File: config.mk
export PLATFORM = sky130hd
export DESIGN_NAME = spad_bridge
export DESIGN_NICKNAME = d
export VERILOG_FILES = /design/src/rtl/spad_bridge_pkg.sv /design/src/rtl/spad_decode.sv /design/src/rtl/spad_bank.sv /design/src/rtl/spad_bridge.sv
export SDC_FILE = /design/constraint.sdc
export NUM_CORES = 2
export LEC_CHECK = 0
export BUFFER_PORTS_ARGS = -buffer_cell sky130_fd_sc_hd__buf_2
export CORE_MARGIN = 2
export CORE_UTILIZATION = 55
export DETAILED_ROUTE_END_ITERATION = 7
export PLACE_DENSITY = 0.78
export SLEW_MARGIN = 5
export SYNTH_ARGS = -nofsm -noshare
export SYNTH_HDL_FRONTEND = slang
export SYNTH_SLANG_ARGS = --single-unit
File: constraint.sdc
create_clock -name clk_i -period 3.6 [get_ports clk_i]
set_clock_uncertainty 0.05 [all_clocks]
set_input_delay 0.36 -clock clk_i [delete_from_list [all_inputs] [get_ports clk_i]]
set_output_delay 0.36 -clock clk_i [all_outputs]
set_load 0.02 [all_outputs]
File: src/rtl/spad_bridge_pkg.sv
package spad_bridge_pkg;

    // Destination of one decoded request
    typedef enum logic [2:0] {
        RT_NONE = 3'd0,
        RT_CFG  = 3'd1,
        RT_SELF = 3'd2,
        RT_PEER = 3'd3,
        RT_VOID = 3'd4
    } route_e;

    localparam int NPORT = 2;

endpackage

File: src/rtl/spad_decode.sv
module spad_decode
    import spad_bridge_pkg::*;
#(
    parameter int ADDR_W = 8,
    parameter int DEPTH  = 8,
    localparam int IDX_W = $clog2(DEPTH)
) (
    input  logic              req_i,
    input  logic              ap_i,
    input  logic [ADDR_W-1:0] addr_i,
    input  logic [ADDR_W-1:0] off_i,
    input  logic [ADDR_W-1:0] self_cnt_i,
    input  logic [ADDR_W-1:0] peer_cnt_i,
    output route_e            route_o,
    output logic [IDX_W-1:0]  idx_o
);

    localparam logic [ADDR_W-1:0] DEPTH_A = ADDR_W'(DEPTH);

    logic [ADDR_W-1:0] rel;
    logic [ADDR_W-1:0] self_lim;
    logic [ADDR_W-1:0] peer_lim;

    always_comb begin
        self_lim = (self_cnt_i > DEPTH_A) ? DEPTH_A : self_cnt_i;
        peer_lim = (peer_cnt_i > DEPTH_A) ? DEPTH_A : peer_cnt_i;
        rel      = addr_i - off_i;
        route_o  = RT_NONE;
        idx_o    = '0;
        if (req_i) begin
            if (ap_i) begin
                // peer aperture: scratchpad starts at word zero
                idx_o   = addr_i[IDX_W-1:0];
                route_o = (addr_i < peer_lim) ? RT_PEER : RT_VOID;
            end else if (addr_i < off_i) begin
                route_o = RT_CFG;
            end else begin
                idx_o   = rel[IDX_W-1:0];
                route_o = (rel < self_lim) ? RT_SELF : RT_VOID;
            end
        end
    end

endmodule

File: src/rtl/spad_bank.sv
module spad_bank #(
    parameter int DATA_W = 32,
    parameter int DEPTH  = 8,
    localparam int IDX_W = $clog2(DEPTH)
) (
    input  logic              clk_i,
    input  logic              rst_ni,
    input  logic              s_we_i,
    input  logic [IDX_W-1:0]  s_idx_i,
    input  logic [DATA_W-1:0] s_wd_i,
    input  logic              p_we_i,
    input  logic [IDX_W-1:0]  p_idx_i,
    input  logic [DATA_W-1:0] p_wd_i,
    output logic [DATA_W-1:0] s_rd_o,
    output logic [DATA_W-1:0] p_rd_o
);

    typedef struct packed {
        logic [DEPTH-1:0][DATA_W-1:0] mem;
    } bank_t;

    bank_t st_d, st_q;

    always_comb begin
        st_d = st_q;
        // peer write first, so a self write to the same word overrides it
        if (p_we_i) st_d.mem[p_idx_i] = p_wd_i;
        if (s_we_i) st_d.mem[s_idx_i] = s_wd_i;
    end

    always_ff @(posedge clk_i) begin
        if (!rst_ni) st_q <= '0;
        else         st_q <= st_d;
    end

    // reads see the stored value, never the same-cycle write
    assign s_rd_o = st_q.mem[s_idx_i];
    assign p_rd_o = st_q.mem[p_idx_i];

endmodule

File: src/rtl/spad_bridge.sv
module spad_bridge
    import spad_bridge_pkg::*;
#(
    parameter int ADDR_W = 8,
    parameter int DATA_W = 32,
    parameter int DEPTH  = 8
) (
    input  logic                          clk_i,
    input  logic                          rst_ni,
    input  logic [1:0]                    req_i,
    input  logic [1:0]                    we_i,
    input  logic [1:0]                    ap_i,
    input  logic [1:0][ADDR_W-1:0]        addr_i,
    input  logic [1:0][DATA_W-1:0]        wdata_i,
    input  logic [1:0][ADDR_W-1:0]        spad_off_i,
    input  logic [1:0][ADDR_W-1:0]        spad_cnt_i,
    output logic [1:0]                    ack_o,
    output logic [1:0][DATA_W-1:0]        rdata_o,
    output logic [1:0]                    cfg_req_o,
    output logic [1:0]                    cfg_we_o,
    output logic [1:0][ADDR_W-1:0]        cfg_addr_o,
    output logic [1:0][DATA_W-1:0]        cfg_wdata_o,
    input  logic [1:0][DATA_W-1:0]        cfg_rdata_i
);

    localparam int IDX_W = $clog2(DEPTH);

    typedef struct packed {
        logic [NPORT-1:0]             ack;
        logic [NPORT-1:0][DATA_W-1:0] rdata;
    } rsp_t;

    route_e                      route [NPORT];
    logic [NPORT-1:0][IDX_W-1:0] idx;
    logic [NPORT-1:0][DATA_W-1:0] self_rd;
    logic [NPORT-1:0][DATA_W-1:0] peer_rd;

    rsp_t rsp_d, rsp_q;

    for (genvar p = 0; p < NPORT; p++) begin : g_port
        localparam int Q = NPORT - 1 - p;

        spad_decode #(
            .ADDR_W (ADDR_W),
            .DEPTH  (DEPTH)
        ) u_dec (
            .req_i      (req_i[p]),
            .ap_i       (ap_i[p]),
            .addr_i     (addr_i[p]),
            .off_i      (spad_off_i[p]),
            .self_cnt_i (spad_cnt_i[p]),
            .peer_cnt_i (spad_cnt_i[Q]),
            .route_o    (route[p]),
            .idx_o      (idx[p])
        );

        // array p: self side is port p, peer side is the opposite port
        spad_bank #(
            .DATA_W (DATA_W),
            .DEPTH  (DEPTH)
        ) u_bank (
            .clk_i   (clk_i),
            .rst_ni  (rst_ni),
            .s_we_i  (route[p] == RT_SELF && we_i[p]),
            .s_idx_i (idx[p]),
            .s_wd_i  (wdata_i[p]),
            .p_we_i  (route[Q] == RT_PEER && we_i[Q]),
            .p_idx_i (idx[Q]),
            .p_wd_i  (wdata_i[Q]),
            .s_rd_o  (self_rd[p]),
            .p_rd_o  (peer_rd[p])
        );

        assign cfg_req_o[p]   = (route[p] == RT_CFG);
        assign cfg_we_o[p]    = (route[p] == RT_CFG) && we_i[p];
        assign cfg_addr_o[p]  = addr_i[p];
        assign cfg_wdata_o[p] = wdata_i[p];
    end

    always_comb begin
        rsp_d = '0;
        for (int p = 0; p < NPORT; p++) begin
            rsp_d.ack[p] = req_i[p];
            if (req_i[p] && !we_i[p]) begin
                unique case (route[p])
                    RT_CFG:  rsp_d.rdata[p] = cfg_rdata_i[p];
                    RT_SELF: rsp_d.rdata[p] = self_rd[p];
                    RT_PEER: rsp_d.rdata[p] = peer_rd[NPORT-1-p];
                    default: rsp_d.rdata[p] = '0;
                endcase
            end
        end
    end

    always_ff @(posedge clk_i) begin
        if (!rst_ni) rsp_q <= '0;
        else         rsp_q <= rsp_d;
    end

    assign ack_o   = rsp_q.ack;
    assign rdata_o = rsp_q.rdata;

endmodule

Word level (Yosys, flattened, before mapping). Index checks and enable logic that the tools add are counted.

Reduce and logical (&&, ||, !) cells: 14. $add $sub $neg: 2. Mux-type cells: 40. Equal/unequal tests: 6. Magnitude comparators: 12.

Operators with widths (number): bitwise mux 256 bit (4); 2-to-1 mux 256 bit (4); binary-select mux 32 bit (select 3 bit) (4); demux 32 bit (select 3 bit) (2); 2-to-1 mux 32 bit (6); case mux 32 bit (3 select lines) (2); < comparator 8 bit (6); 2-to-1 mux 3 bit (16); greater-than comparator 8 x 4 -> 1 bit (second input constant) (2); 2-to-1 mux 8 bit (2); subtractor 8 bit (2); equality test 3 x 2 -> 1 bit (second input constant) (4); logical AND 1 bit (10); < comparator 3 x 4 -> 1 bit (second input constant) (2); equality test 3 x 1 -> 1 bit (second input constant) (2); greater-or-equal comparator 3 x 1 -> 1 bit (second input constant) (2); AND reduction 2 bit (2); zero test 1 bit (2).

Bits in registers: 578. Input bits: 184. Output and inout bits: 150.

Logic depth before layout (Yosys ltp).
Depth after elaboration: 12. Gate-level depth with buffers: 20.

Hierarchy. From an unflattened synthesis, not the netlist that was laid out.

Cell total of the unflattened synthesis: 4346. Area total of the unflattened synthesis: 37093.1 um^2.

By module, submodules not included: spad_bank (g_port[0].u_bank) (seq. area each 5124.9 um^2, cells an instance 1838, instances 1, area an instance 15468.6 um^2); spad_bank (g_port[1].u_bank) (seq. area each 5124.9 um^2, cells an instance 1898, instances 1, area an instance 15426.0 um^2); spad_bridge (seq. area each 1321.3 um^2, cells an instance 384, instances 1, area an instance 4486.8 um^2); spad_decode (seq. area each 0.0 um^2, cells an instance 113, instances 2, area an instance 855.8 um^2).

Least setup slack after synthesis. Ideal clock, no wire load.

Path type: in2reg. Start: input addr_i[8] in the netlist's numbering. End: register g_port[1].u_bank.st_q[119] in the netlist's numbering. Path buffers: 2. Data required time: 3.413 ns. Stages: 18. Setup slack: -0.289 ns. Data arrival time: 3.701 ns. Setup time: 0.137 ns. Cell sequence: inv_1 ha_1 inv_1 fa_1 a211o_1 a21o_1 a21oi_1 xnor2_1 ha_1 a21o_1 a211oi_1 o211a_2 and2_1 buf_2 nand3_1 clkbuf_1 nor2_1 a211oi_1.

Cells in the longest elaborated chain, start to end: 10.

Ends and longest elaborated chain: start, declared (line spad_bridge.sv:13) `input logic [1:0][ADDR_W-1:0] addr_i,`; subtractor 8 bit / < comparator 8 bit (equally long branches) (line spad_decode.sv:27, spad_decode.sv:35); 2-to-1 mux 3 bit (line spad_decode.sv:35) `end else if (addr_i < off_i) begin`; 2-to-1 mux 3 bit (line spad_decode.sv:31) `if (ap_i) begin`; 2-to-1 mux 3 bit (line spad_decode.sv:30) `if (req_i) begin`; < comparator 3 x 4 -> 1 bit (not written as such) / greater-or-equal comparator 3 x 1 -> 1 bit (equally long branches) (line spad_bank.sv:28) `if (s_we_i) st_d.mem[s_idx_i] = s_wd_i;`; logical AND 1 bit (not written as such) (line spad_bank.sv:28); 2-to-1 mux 32 bit (not written as such) (line spad_bank.sv:28); demux 32 bit (select 3 bit); bitwise mux 256 bit (line spad_bank.sv:28); 2-to-1 mux 256 bit (*) (line spad_bank.sv:28); end signal, assigned (line spad_bank.sv:33) `else st_q <= st_d;`; end, declared (line spad_bank.sv:22) `bank_t st_d, st_q;`.

Mark *: on every way between the ends. The rest lies on a longest branch, timed or not. A chain may end at the register's enable or synchronous reset.

Worst setup path in the final report.
Start: input addr_i[0] in the netlist's numbering. End: register rsp_q (netlist bit rdata_o[23]).

Cells in the longest elaborated chain, start to end: 8.

Ends and longest elaborated chain: subtractor 8 bit (line spad_decode.sv:27) `rel = addr_i - off_i;`; < comparator 8 bit (line spad_decode.sv:39) `route_o = (rel < self_lim) ? RT_SELF : RT_VOID;`; 2-to-1 mux 3 bit (line spad_decode.sv:39); 2-to-1 mux 3 bit (line spad_decode.sv:35); 2-to-1 mux 3 bit (line spad_decode.sv:31); 2-to-1 mux 3 bit (line spad_decode.sv:30); equality test 3 x 2 -> 1 bit / equality test 3 x 1 -> 1 bit (equally long branches) (line spad_bridge.sv:85) `unique case (route[p])`; case mux 32 bit (3 select lines) (*) (line spad_bridge.sv:85); end signal, assigned (line spad_bridge.sv:97) `else rsp_q <= rsp_d;`; end, declared (line spad_bridge.sv:38) `rsp_t rsp_d, rsp_q;`.

Mark *: on every way between the ends. The rest lies on a longest branch, timed or not. The select of a mux whose other input is x is not followed.

==> run_results.csv <==
group,metric,value,unit
outcome,outcome,"finished, violations left",
outcome,failed_checks,"DRC",
synthesis,async_flop_share,0,%
critical_path,crit_path_frequent_cell,"nor2_1",
global_route,overflow,0,
pwr,power.density,380,mW/mm^2
finish,syn_to_final_growth,18.7,%
clock_tree,cts_tree,"built",
critical_path,crit_path_max_incr_delay,570,ps
synthesis,synth.top_cell.area_share,33.5,%
synthesis,synth_common_cells,"mux2i_1 (605), dfxtp_1 (578), nor2_1 (526)",
timing,period_needed,3500,ps
synthesis,synth-edff-count,0,
global_route,grt_pass1_wl,227000,microns
synthesis,yosys_warnings,0,
timing,fin_crit_sh,97.3,%
synthesis,ys_types,95,
detailed_routing,drt_iter0_markers,6639,
critical_path,cp-startpoint,"addr_i[0]",
critical_path,regToRegEndpoint,"rdata_o[47]",
critical_path,worst-path-max-fanout,15,
clock_tree,cts_buffers,59,
timing,hold_ws,4.77,ps
global_route,grt_usage,47.1,%
timing,maxSlewViolCount,0,
global_route,antenna_found_initial,4,
finish,fin_nets,4599,
critical_path,crit_chain,"buf_2 -> inv_1 -> ha_1 -> fa_1 -> nor2b_1 -> o31a_2 -> nor2_1 -> nor2_1 -> nor2_1 -> xnor2_1 -> ha_1 -> a21o_1 -> a21o_1 -> nor4b_4 -> buf_12 -> buf_12 -> o21ai_0 -> nor4_1 -> a211o_1",
synthesis,ys_top_cells_by_area,"dfxtp_1 (33%), mux2i_1 (18%), a211oi_1 (9.9%)",
synthesis,synth.largest_area_cell,"dfxtp_1",
detailed_routing,ant_nets,0,
detailed_routing,vias_per_cell,7.21,
detailed_routing,drc,5,
synthesis,syn_inst,4116,
detailed_routing,dr_total_vias,37900,
finish,final_layout_size_suffix_gt1_share,18.9,%
global_route,grt_max_degree,115,
synthesis,yosysMostFrequentCell,"mux2i_1",
die,die_area,0.0649,sq mm
timing,fmax,285,MHz
detailed_routing,wl,159000,microns
flow_run,drv_cap,0,
critical_path,start_kind,"input port",
critical_path,crit_path_end_kind,"register",
critical_path,critPathArrivalTime,4070,ps
pwr,leakage,18.0,nW
die,core,0.0619,sq mm
die,die_w,255,microns
synthesis,ys_ff_latch,578,
detailed_routing,drtPass1Iterations,8,
placed_design,gp_congestion,1.00,
clock_tree,htree_levels,2,
critical_path,slowest_stage,"nor4_1",
timing,relSlewSlack,26.1,%
global_route,grt_pass1_vias,35000,
synthesis,synth_flop_cell,"dfxtp_1",
min_path,hp-start,"cfg_rdata_i[1]",
timing,rsz0062_at_grt,"no",
min_path,min_path_cells,3,
placed_design,place_hpwl,102000,microns
die,row_count,91,
clock_tree,cts.path.max_buffers,3,
timing,finalSetupViolCount,0,
clock_tree,clk_pin_slew,70,ps
placed_design,io_buffers,333,
clock_tree,insertion_delay,680,ps
min_path,hp-class,"in -> reg",
timing,finalHoldViolations,0,
detailed_routing,post_drt_wl_per_cell,30.3,microns
synthesis,syn_area,0.0346,sq mm
placed_design,place_inst,5091,
clock_tree,cts.sinks,578,
critical_path,critical_path_required,4160,ps
die,die_h,255,microns
timing,worst_pin_slew,1110,ps
pwr,total_power,15.6,mW
finish,instances_no_fill,5254,
synthesis,syn_area_per_cell,8.40,sq um
synthesis,ys_seq_area_share,33.5,%
critical_path,r2r_cells,5,
die,ios,334,
clock_tree,clockRootBuffer,"clkbuf_16",
critical_path,reg2reg_slack,1840,ps
critical_path,rr_startpoint,"g_port[0].u_bank.st_q[239]",
critical_path,critPathKind,"in -> reg",
min_path,hold_end,"rdata_o[1]",
pwr,peakVddDrop,0.380,mV
die,start_util,55.8,%
## worst max-delay path, delay by kind of cell
family | cells | cell delay [ps]
compound gates | 5 | 830
xor+xnor | 1 | 170
fa+ha+maj | 3 | 880
buf+inv | 4 | 550
simple gates | 6 | 1250
## layout by cell type (no fill, tap or decap), types with 32 or more instances in the layout
| cell | n |
|---|---|
| ha_1 | 44 |
| dfxtp_1 | 578 |
| buf_4 | 199 |
| buf_12 | 98 |
| nand3_1 | 114 |
| a211oi_1 | 455 |
| clkbuf_16 | 59 |
| a211o_1 | 36 |
| mux2i_1 | 605 |
| o22ai_1 | 104 |
| buf_2 | 333 |
| a21oi_1 | 92 |
| o221ai_1 | 46 |
| o21ai_0 | 120 |
| nor2_1 | 524 |
| dlygate4sd3_1 | 53 |
| inv_1 | 32 |
| nand2_1 | 393 |
| a31oi_1 | 36 |
| a32o_1 | 42 |
## layer usage
layer / part of all wire [%] / track usage (%) / vias up
met5: 0.017 / 0 / -
met4: 9.5 / 34.4 / 4
met3: 18 / 20.7 / 1191
met2: 38 / 63.6 / 3746
met1: 35 / 58.9 / 17300
li1: - / - / 15700
## area by class of cell
class | count | area [sq um]
flip-flops and latches | 578 | 11600
well taps | 837 | 1050
clock inverters | 19 | 209
diodes | 2 | 5.00
inverters | 33 | 131
multi-input cells | 3014 | 20700
clock buffers | 88 | 1720
repair buffers | 683 | 5650
fillers | 4946 | 20900
## cell families after synthesis
logic type                 after synthesis  share of synthesized area, %
buffers and inverters                  539                          7.83
muxes                                  627                          18.2
and+or+nand+nor                       1197                          14.8
other                                    1                        0.0108
xor gates and xnor gates                 9                         0.228
adders and majority gates               46                          1.71
AOI/OAI and AO/OA                     1119                          23.7
DFF                                    578                          33.5
## state kept, by name (all words and copies together) (netlist names)
signal and flops:
g_port.u_bank.st_q 512, rdata_o 64, ack_o 2
## metrics by stage
| stage | instance area (sq um) | TNS (ps) | setup slack (ps) | utilization [%] |
|---|---|---|---|---|
| after floorplan | 34800 | -9.51 | -9.51 | - |
| final | 41000 | 0 | 95.8 | 66.2 |
| after detailed placement | 38500 | -142940 | -475 | 62.2 |
| after CTS | 41000 | 0 | 168 | 66.2 |
| after global routing | 41000 | 0 | 2.44 | 66.2 |
| after global placement | 38500 | -131240 | -430 | 62.2 |
## how the worst max path moves through the flow
| stage | depth (start not counted) | end | slack [ps] |
|---|---|---|---|
| 2_1_floorplan | 17 | rdata_o[4] | -10 |
| 3_3_place_gp | 20 | rdata_o[23] | -430 |
| 3_5_place_dp | 18 | rdata_o[61] | -470 |
| 4_1_cts | 18 | rdata_o[61] | 170 |
| 5_1_grt | 19 | rdata_o[46] | 2 |
| 6_report | 19 | rdata_o[23] | 100 |
## report_power, final
group          switching, mW  internal [mW]  leakage, nW  total (mW)
registers             0.0697           6.48         4.66        6.55
logic                   1.77          0.901         12.4        2.67
clock network           2.81           3.56        0.953        6.37
total                   4.65           10.9         18.0        15.6
## timing repair
action,in CTS,in global routing
endpoints found under the setup margin,0,8
buffers inserted,0,1
hold buffers,53,0
endpoints found under the hold margin,53,0
resized for setup,0,6
Power figures use the tool's default switching activity.
